`src/rtl/bgload_timer_pkg.sv`:
```
`timescale 1ns/1ps
package bgload_timer_pkg;
   localparam int unsigned OFS_VALUE  = 'h00;
   localparam int unsigned OFS_LOAD   = 'h04;
   localparam int unsigned OFS_BGLOAD = 'h08;
   localparam int unsigned OFS_CTRL   = 'h0C;
   localparam int unsigned OFS_RAW    = 'h10;
   localparam int unsigned OFS_MASKED = 'h14;
   localparam int unsigned CTRL_BITS  = 3;

   typedef struct packed {
      logic ie;
      logic one_shot;
      logic en;
   } tmr_ctrl_t;
endpackage

```
`src/rtl/bgload_timer_regs.sv`:
```
`timescale 1ns/1ps
module bgload_timer_regs
   import bgload_timer_pkg::*;
#(
   parameter int unsigned DATA_W    = 32,
   parameter int unsigned ADDR_W    = 8,
   parameter int unsigned CNT_W     = 32,
   parameter bit          RDATA_REG = 1'b0
) (
   input  logic                 clk,
   input  logic                 rst_n,
   input  logic                 wr_en,
   input  logic                 rd_en,
   input  logic [ADDR_W-1:0]    addr,
   input  logic [CTRL_BITS-1:0] wbits,
   input  logic [CNT_W-1:0]     cnt,
   input  logic [CNT_W-1:0]     load_val,
   input  logic                 raw,
   input  logic                 irq,
   output logic                 load_wr,
   output logic                 bg_wr,
   output logic                 clr_wr,
   output tmr_ctrl_t            ctrl,
   output logic [DATA_W-1:0]    rdata
);
   logic              ctrl_wr;
   logic [DATA_W-1:0] rd_mux;

   // write decode: offsets 0x00 and 0x14 have no decode and so no effect
   always_comb begin
      load_wr = wr_en && (addr == ADDR_W'(OFS_LOAD));
      bg_wr   = wr_en && (addr == ADDR_W'(OFS_BGLOAD));
      ctrl_wr = wr_en && (addr == ADDR_W'(OFS_CTRL));
      clr_wr  = wr_en && (addr == ADDR_W'(OFS_RAW)) && wbits[0];
   end

   always_ff @(posedge clk or negedge rst_n) begin
      if (!rst_n)       ctrl <= '0;
      else if (ctrl_wr) ctrl <= tmr_ctrl_t'(wbits);
   end

   always_comb begin
      rd_mux = '0;
      case (addr)
         ADDR_W'(OFS_VALUE):  rd_mux = DATA_W'(cnt);
         ADDR_W'(OFS_LOAD),
         ADDR_W'(OFS_BGLOAD): rd_mux = DATA_W'(load_val);
         ADDR_W'(OFS_CTRL):   rd_mux[CTRL_BITS-1:0] = ctrl;
         ADDR_W'(OFS_RAW):    rd_mux[0] = raw;
         ADDR_W'(OFS_MASKED): rd_mux[0] = irq;
         default:             rd_mux = '0;
      endcase
   end

   generate
      if (RDATA_REG) begin : g_rd_ff
         always_ff @(posedge clk or negedge rst_n) begin
            if (!rst_n) rdata <= '0;
            else        rdata <= rd_en ? rd_mux : '0;
         end
      end else begin : g_rd_comb
         assign rdata = rd_en ? rd_mux : '0;
      end
   endgenerate
endmodule

```
`src/rtl/bgload_timer_count.sv`:
```
`timescale 1ns/1ps
module bgload_timer_count #(
   parameter int unsigned CNT_W = 32
) (
   input  logic             clk,
   input  logic             rst_n,
   input  logic             en,
   input  logic             one_shot,
   input  logic             load_wr,
   input  logic             bg_wr,
   input  logic [CNT_W-1:0] wval,
   output logic [CNT_W-1:0] cnt,
   output logic [CNT_W-1:0] load_val,
   output logic             hit
);
   localparam logic [CNT_W-1:0] ONE = CNT_W'(1);

   // zero is reached on the step from one; a direct load pre-empts it
   assign hit = en && !load_wr && (cnt == ONE);

   always_ff @(posedge clk or negedge rst_n) begin
      if (!rst_n) begin
         cnt      <= '0;
         load_val <= '0;
      end else if (load_wr) begin
         cnt      <= wval;
         load_val <= wval;
      end else begin
         if (bg_wr) load_val <= wval;
         if (en) begin
            if (cnt != '0)     cnt <= cnt - ONE;
            else if (!one_shot) cnt <= load_val;
         end
      end
   end
endmodule

```
`src/rtl/bgload_timer_irq.sv`:
```
`timescale 1ns/1ps
module bgload_timer_irq (
   input  logic clk,
   input  logic rst_n,
   input  logic hit,
   input  logic clr,
   input  logic ie,
   output logic raw,
   output logic irq
);
   always_ff @(posedge clk or negedge rst_n) begin
      if (!rst_n)   raw <= 1'b0;
      else if (hit) raw <= 1'b1;
      else if (clr) raw <= 1'b0;
   end

   assign irq = raw & ie;
endmodule

```
`src/rtl/bgload_timer.sv`:
```
`timescale 1ns/1ps
module bgload_timer
   import bgload_timer_pkg::*;
#(
   parameter int unsigned DATA_W    = 32,
   parameter int unsigned ADDR_W    = 8,
   parameter int unsigned CNT_W     = 32,
   parameter bit          RDATA_REG = 1'b0
) (
   input  logic              clk,
   input  logic              rst_n,
   input  logic              wr_en,
   input  logic              rd_en,
   input  logic [ADDR_W-1:0] addr,
   input  logic [DATA_W-1:0] wdata,
   output logic [DATA_W-1:0] rdata,
   output logic              irq
);
   localparam int unsigned MIN_ADDR_W = $clog2(OFS_MASKED + 1);

   generate
      if (CNT_W < 2 || CNT_W > DATA_W) begin : g_bad_cnt_w
         $error("bgload_timer: CNT_W must be in 2..DATA_W");
      end
      if (ADDR_W < MIN_ADDR_W) begin : g_bad_addr_w
         $error("bgload_timer: ADDR_W too narrow for the register map");
      end
   endgenerate

   tmr_ctrl_t        ctrl_q;
   logic             load_wr, bg_wr, clr_wr, hit, raw_q;
   logic [CNT_W-1:0] cnt_q, load_q;

   bgload_timer_regs #(
      .DATA_W(DATA_W), .ADDR_W(ADDR_W), .CNT_W(CNT_W), .RDATA_REG(RDATA_REG)
   ) u_regs (
      .clk(clk), .rst_n(rst_n), .wr_en(wr_en), .rd_en(rd_en), .addr(addr),
      .wbits(wdata[CTRL_BITS-1:0]), .cnt(cnt_q), .load_val(load_q),
      .raw(raw_q), .irq(irq), .load_wr(load_wr), .bg_wr(bg_wr),
      .clr_wr(clr_wr), .ctrl(ctrl_q), .rdata(rdata)
   );

   bgload_timer_count #(.CNT_W(CNT_W)) u_count (
      .clk(clk), .rst_n(rst_n), .en(ctrl_q.en), .one_shot(ctrl_q.one_shot),
      .load_wr(load_wr), .bg_wr(bg_wr), .wval(wdata[CNT_W-1:0]),
      .cnt(cnt_q), .load_val(load_q), .hit(hit)
   );

   bgload_timer_irq u_irq (
      .clk(clk), .rst_n(rst_n), .hit(hit), .clr(clr_wr), .ie(ctrl_q.ie),
      .raw(raw_q), .irq(irq)
   );
endmodule

```
`config.mk`:
```
export PLATFORM = sky130hd
export DESIGN_NAME = bgload_timer
export DESIGN_NICKNAME = d
export VERILOG_FILES = /design/src/rtl/bgload_timer_pkg.sv /design/src/rtl/bgload_timer_regs.sv /design/src/rtl/bgload_timer_count.sv /design/src/rtl/bgload_timer_irq.sv /design/src/rtl/bgload_timer.sv
export SDC_FILE = /design/constraint.sdc
export NUM_CORES = 1
export LEC_CHECK = 0
export ABC_AREA = 1
export BUFFER_PORTS_ARGS = -buffer_cell sky130_fd_sc_hd__buf_2
export CAP_MARGIN = 20
export CORE_ASPECT_RATIO = 0.75
export CORE_MARGIN = 4
export CORE_UTILIZATION = 59
export DETAILED_ROUTE_END_ITERATION = 7
export PLACE_DENSITY_LB_ADDON = 0.12
export SLEW_MARGIN = 30
export SYNTH_ARGS = -nofsm -noshare
export SYNTH_HDL_FRONTEND = slang
export SYNTH_SLANG_ARGS = --single-unit
export TNS_END_PERCENT = 50
```
`constraint.sdc`:
```
create_clock -name clk -period 5.15 [get_ports clk]
set_input_delay 0.7725 -clock clk [delete_from_list [all_inputs] [get_ports clk]]
set_output_delay 0.7725 -clock clk [all_outputs]
set_load 0.02 [all_outputs]
```
* Word level (Yosys, flattened, before mapping) *
Cells that the tools add are included.

word-level totals
  output and inout bits = 33
  flip-flop bits (word level) = 68

cells by class
  eq/ne operators = 7
  add/sub/neg operators = 1
  multiplexer cells = 12
  bitwise gates (word level) = 1
  reduce and logical (&&, ||, !) cells = 15

operators by type and width
  operator                                               count
  two-way mux 32 bit                                     7
  one-hot mux 29 bit (2 select lines)                    1
  equality test 32 x 1 -> 1 bit, second input constant   1
  nonzero test 32 bit                                    1
  subtractor 32 x 1 -> 32 bit, second input constant     1
  equality test 8 x 4 -> 1 bit, second input constant    2
  equality test 8 x 5 -> 1 bit, second input constant    2
  equality test 8 x 3 -> 1 bit, second input constant    1
  logical NOT 8 bit                                      1
  logical AND 1 bit                                      7
  one-hot mux 2 bit (3 select lines)                     1
  nonzero test 2 bit                                     3
  one-hot mux 1 bit (5 select lines)                     1
  inequality test 3 x 1 -> 1 bit, second input constant  1
  two-way mux 1 bit                                      2
  AND reduction 2 bit                                    1
  OR reduction 2 bit                                     1
  bitwise AND 1 bit                                      1
  logical NOT 1 bit                                      1

* Longest topological paths before layout *
  word-level depth = 6
  gate-level depth with buffers = 12
  mapped depth without buffers = 12

* By module *
Synthesis repeated with hierarchy kept, for this count alone.

unflattened totals
  cell total of the unflattened synthesis = 723
  area, all modules = 4,817.1 um^2

modules (own cells, without submodules)
  module              instances  area each (um^2)  cells an instance  sequential area each (um^2)
  bgload_timer_count  1          3,961.3           555                1,601.5
  bgload_timer_regs   1          808.3             161                75.1
  bgload_timer_irq    1          47.5              7                  25.0

* Worst setup path before layout *
Ideal clock, no wire load.

  path type = input to output
  start point = in addr[7]
  end point = out rdata[1]
  stages = 8
  data required time = 4.378 ns
  buffers on the path = 1
  setup slack = 2.418 ns
  arrival time = 1.959 ns
  cells stage by stage = nor2_1 -> nand2_1 -> clkinv_1 -> nand3_1 -> inv_1 -> clkbuf_1 -> nand2_1 -> a31oi_1

on the way
  longest elaborated chain between the ends = 4
  elaborated cells between the ends (all ways) = 7
  classes of those cells = eq/ne: 3; mux: 2; reduce/logical: 2

ends and longest elaborated chain
  item                                                                          RTL line                 RTL
  start, declared                                                               bgload_timer.sv:14       input logic [ADDR_W-1:0] addr,
  equality test 8 x 4 -> 1 bit or equality test 8 x 3 -> 1 bit (tied branches)  bgload_timer_regs.sv:44  case (addr)
  OR reduction 2 bit                                                            bgload_timer_regs.sv:44
  one-hot mux 2 bit (3 select lines) (*)                                        bgload_timer_regs.sv:44
  two-way mux 32 bit (*)                                                        bgload_timer_regs.sv:62  assign rdata = rd_en ? rd_mux : '0;
  end, declared                                                                 bgload_timer.sv:16       output logic [DATA_W-1:0] rdata,

Every way passes the cells marked *; elsewhere a longest branch is shown, timed or not.

* Worst setup path after layout *
  start point = in addr[7]
  end point = out rdata[29]

on the way
  longest elaborated chain between the ends = 4
  elaborated cells between the ends (all ways) = 6
  classes of those cells = eq/ne: 2; mux: 2; reduce/logical: 2

ends and longest elaborated chain
  item                                                                          RTL line
  equality test 8 x 4 -> 1 bit or equality test 8 x 3 -> 1 bit (tied branches)  bgload_timer_regs.sv:44
  OR reduction 2 bit                                                            bgload_timer_regs.sv:44
  one-hot mux 29 bit (2 select lines) (*)                                       bgload_timer_regs.sv:44
  two-way mux 32 bit (*)                                                        bgload_timer_regs.sv:62

Marked as above.

==> impl_metrics.tcl <==
set metrics [dict create \
    run_status "finished, final reports clean" \
    avgRoutedWirePerCell_um 15.6 \
    static-leakage-power_uw 0.00302 \
    worstSetupEndpointType "output pin" \
    cap_viol_max_count 0 \
    antenna_found_initial 0 \
    p_int_uw 1010 \
    clock_path_buffers 2 \
    detail_route.iter0.violations 585 \
    vdd_ir_drop_max_v 0.000192 \
    synth_enable_flop_cells 0 \
    power.density_nw_per_um2 298 \
    power.clock.fraction 0.258 \
    wl_um 15300 \
    final_layout_size_suffix_gt1_frac 0.134 \
    finalWeightedCongestion 0.993 \
    worst_hold_check_path_type "in -> async" \
    pin_count 77 \
    path_max_fanout 33 \
    floorplan.die.height_um 87.3 \
    cts_sinks 68 \
    stdcell_area_um2 5530 \
    clkTransAtPathRegs_ns 0.07 \
    grt_start_max_net_pins 69 \
    syn_area_per_cell_um2 6.13 \
    clock_insertion_delay_worst_skew_ns 0.36 \
    final_util 0.689 \
    first_global_vias 5212 \
    vias 5474 \
    main_combinational_cell_family_by_area_after_synthesis "simple AND/OR/NAND/NOR gates" \
    timing_worst_slew_pin_value_ns 0.803 \
    ys.warnings.count 0 \
    drc_errors 0 \
    finalNetCount 915 \
    timing.final.hold_violations 0 \
    port-buffer-count 76 \
    design.die.area_um2 9930 \
    hpwlAfterDp_um 10900 \
    area_overhead_vs_synth_pct 11.7 \
    timing.setup.tns_ns 0 \
    async_sr_flop_fraction 1.00 \
    timing_max_transition_violations_final 0 \
    finalPower_uw 1650 \
    ctsHoldBuffers 0 \
    timing.critical_path.required_ns 4.38 \
    numCtsBuffers 9 \
    finalCriticalPeriod_ns 3.75 \
    post_synth_inst_count 807 \
    number_of_synthesized_register_bits 68 \
    pwr-share-comb 0.273 \
    number_of_antenna_diodes 0 \
    die_width_um 114 \
    worstPathArrival_ns 2.98 \
    power.share.sequential 0.469 \
    synth.area.mux_share 0.0137 \
    gr-total-overflow 0 \
    tritoncts "built" \
    complex_gate_fraction_of_the_synthesized_area 0.0860 \
    net_load_switching_power_uw 638 \
    setup_repair_after_global_routing_missed_its_margin "false" \
    clock_skew_ns 0.00724 \
    synth_fa_ha_area_frac 0.00506 \
    grt_pass1_wl_um 25500 \
    post_synth_net_total 853 \
    finalCritPeriodShare 0.728 \
    synth_top_flop_cell "sky130_fd_sc_hd__dfrtp_1" \
    cts_root_buf "sky130_fd_sc_hd__clkbuf_8" \
    h-tree-depth 3 \
    synth_sequential_area_ratio 0.344 \
    post_drt_via_cell_ratio 5.59 \
    count_of_final_setup_violators 0 \
    layout.cells.most_common_list "sky130_fd_sc_hd__nand2_1 (290), sky130_fd_sc_hd__nor2_1 (130), sky130_fd_sc_hd__inv_1 (84)" \
    synth_xor_xnor_area_share 0.0142 \
    postCtsResizedCells 0 \
    register_to_register_path_setup_slack_ns 2.48 \
    setup_fix_bufs_post_cts 0 \
    track_usage 0.325 \
    mostFrequentLayoutCell "sky130_fd_sc_hd__nand2_1" \
    mappedNetlistArea_um2 4950 \
    sw_frac_of_total 0.387 \
    initial_util 0.617 \
    critical_path.startpoint_type "input port" \
    relative_slew_slack 0.464 \
    post_route_ant_nets 0 \
    drt-pass1-iter-count 5 \
    synth_cell_types 33 \
    worstSetupPathType "in -> out" \
    placed_cell_area_um2 5340 \
    core_area_um2 8020 \
    row_cnt 28 \
    maxClockFrequency_mhz 267 \
    fill_cells 723 \
    synth-simple-area-share 0.436 \
]
[sequential cells by signal, indices dropped and copies added (netlist names)]
signal and cells:
u_regs.ctrl 3, u_irq.raw 1, u_count.load_val 32, u_count.cnt 32
[per-layer routing]
| metal | part of all wire | global-route usage | up-vias | wire length, um |
|---|---|---|---|---|
| li1 | - | - | 2641 | - |
| met1 | 0.43 | 0.430 | 2513 | 6610 |
| met2 | 0.44 | 0.514 | 285 | 6790 |
| met3 | 0.10 | 0.0806 | 35 | 1520 |
| met4 | 0.024 | 0.130 | 0 | 362 |
| met5 | 0 | 0 | - | 0 |
[Yosys cell counts, types with 2 or more instances]
cell | count | area [um^2]
sky130_fd_sc_hd__buf_6 | 5 | 56.3
sky130_fd_sc_hd__buf_1 | 3 | 11.3
sky130_fd_sc_hd__o21bai_1 | 3 | 22.5
sky130_fd_sc_hd__nand2_1 | 291 | 1090
sky130_fd_sc_hd__xnor2_1 | 2 | 17.5
sky130_fd_sc_hd__nor3_1 | 2 | 10.0
sky130_fd_sc_hd__ha_1 | 2 | 25.0
sky130_fd_sc_hd__nand4_1 | 5 | 31.3
sky130_fd_sc_hd__nand3_1 | 79 | 395
sky130_fd_sc_hd__dfrtp_1 | 68 | 1700
sky130_fd_sc_hd__nand2_2 | 3 | 18.8
sky130_fd_sc_hd__xor2_1 | 6 | 52.6
sky130_fd_sc_hd__nand3_2 | 2 | 20.0
sky130_fd_sc_hd__o21ai_0 | 33 | 165
sky130_fd_sc_hd__nor2_8 | 2 | 40.0
sky130_fd_sc_hd__buf_4 | 2 | 15.0
sky130_fd_sc_hd__buf_2 | 6 | 30.0
sky130_fd_sc_hd__nand2_4 | 2 | 22.5
sky130_fd_sc_hd__mux2_2 | 6 | 67.6
sky130_fd_sc_hd__inv_2 | 2 | 7.51
sky130_fd_sc_hd__a21oi_1 | 43 | 215
sky130_fd_sc_hd__inv_1 | 85 | 319
sky130_fd_sc_hd__nor2_1 | 131 | 492
sky130_fd_sc_hd__clkbuf_1 | 15 | 56.3
[metrics by stage]
step	setup WS [ns]	hold slack, ns	instances
floorplan	2.42	0.453	807
global placement	1.61	0.476	963
detailed placement	1.43	0.480	963
CTS	1.43	0.497	979
global route	1.18	0.532	979
finish	1.40	0.501	979
[final timing paths]
check,from,endpoint,depth (start not counted)
max,addr[7],rdata[29],11
max reg2reg,u_count.cnt[0],u_count.cnt[19],11
max in group asynchronous,rst_n,u_count.cnt[25],2
min reg2reg,u_count.load_val[2],u_count.load_val[2],2
min in group clk,u_count.load_val[2],u_count.load_val[2],2
min,rst_n,u_count.load_val[7],2
[cells by family after synthesis]
logic type | after synthesis
simple gates | 522
xor+xnor | 8
buf+inv | 119
flops | 68
mux | 6
fa+ha+maj | 2
compound gates | 82
[power groups by stage]
stage / registers [uW] / logic (uW) / clock network [uW]
after floorplan: 724 / 342 / 0
after global placement: 768 / 420 / 0
after detailed placement: 775 / 441 / 0
after CTS: 766 / 444 / 427
after global routing: 787 / 522 / 452
final: 773 / 450 / 425
[critical path, stage by stage]
cell and delay, ns:
sky130_fd_sc_hd__buf_2 0.09, sky130_fd_sc_hd__nor2_1 0.15, sky130_fd_sc_hd__nand2_1 0.11, sky130_fd_sc_hd__clkinv_1 0.06, sky130_fd_sc_hd__buf_4 0.35, sky130_fd_sc_hd__nand3_1 0.17
sky130_fd_sc_hd__inv_1 0.49, sky130_fd_sc_hd__buf_4 0.36, sky130_fd_sc_hd__nand2_1 0.09, sky130_fd_sc_hd__a21oi_1 0.13, sky130_fd_sc_hd__buf_2 0.19
[cell type report]
type,count,area [um^2],area share
clock buffers,15,176,0.0319
clock inverters,1,5.00,0.000906
inverters,88,330,0.0598
multi-input cells,620,2750,0.498
flip-flops and latches,68,1700,0.308
well taps,105,131,0.0238
repair buffers,82,429,0.0777
Note: power is estimated with default switching activity, not from simulation.
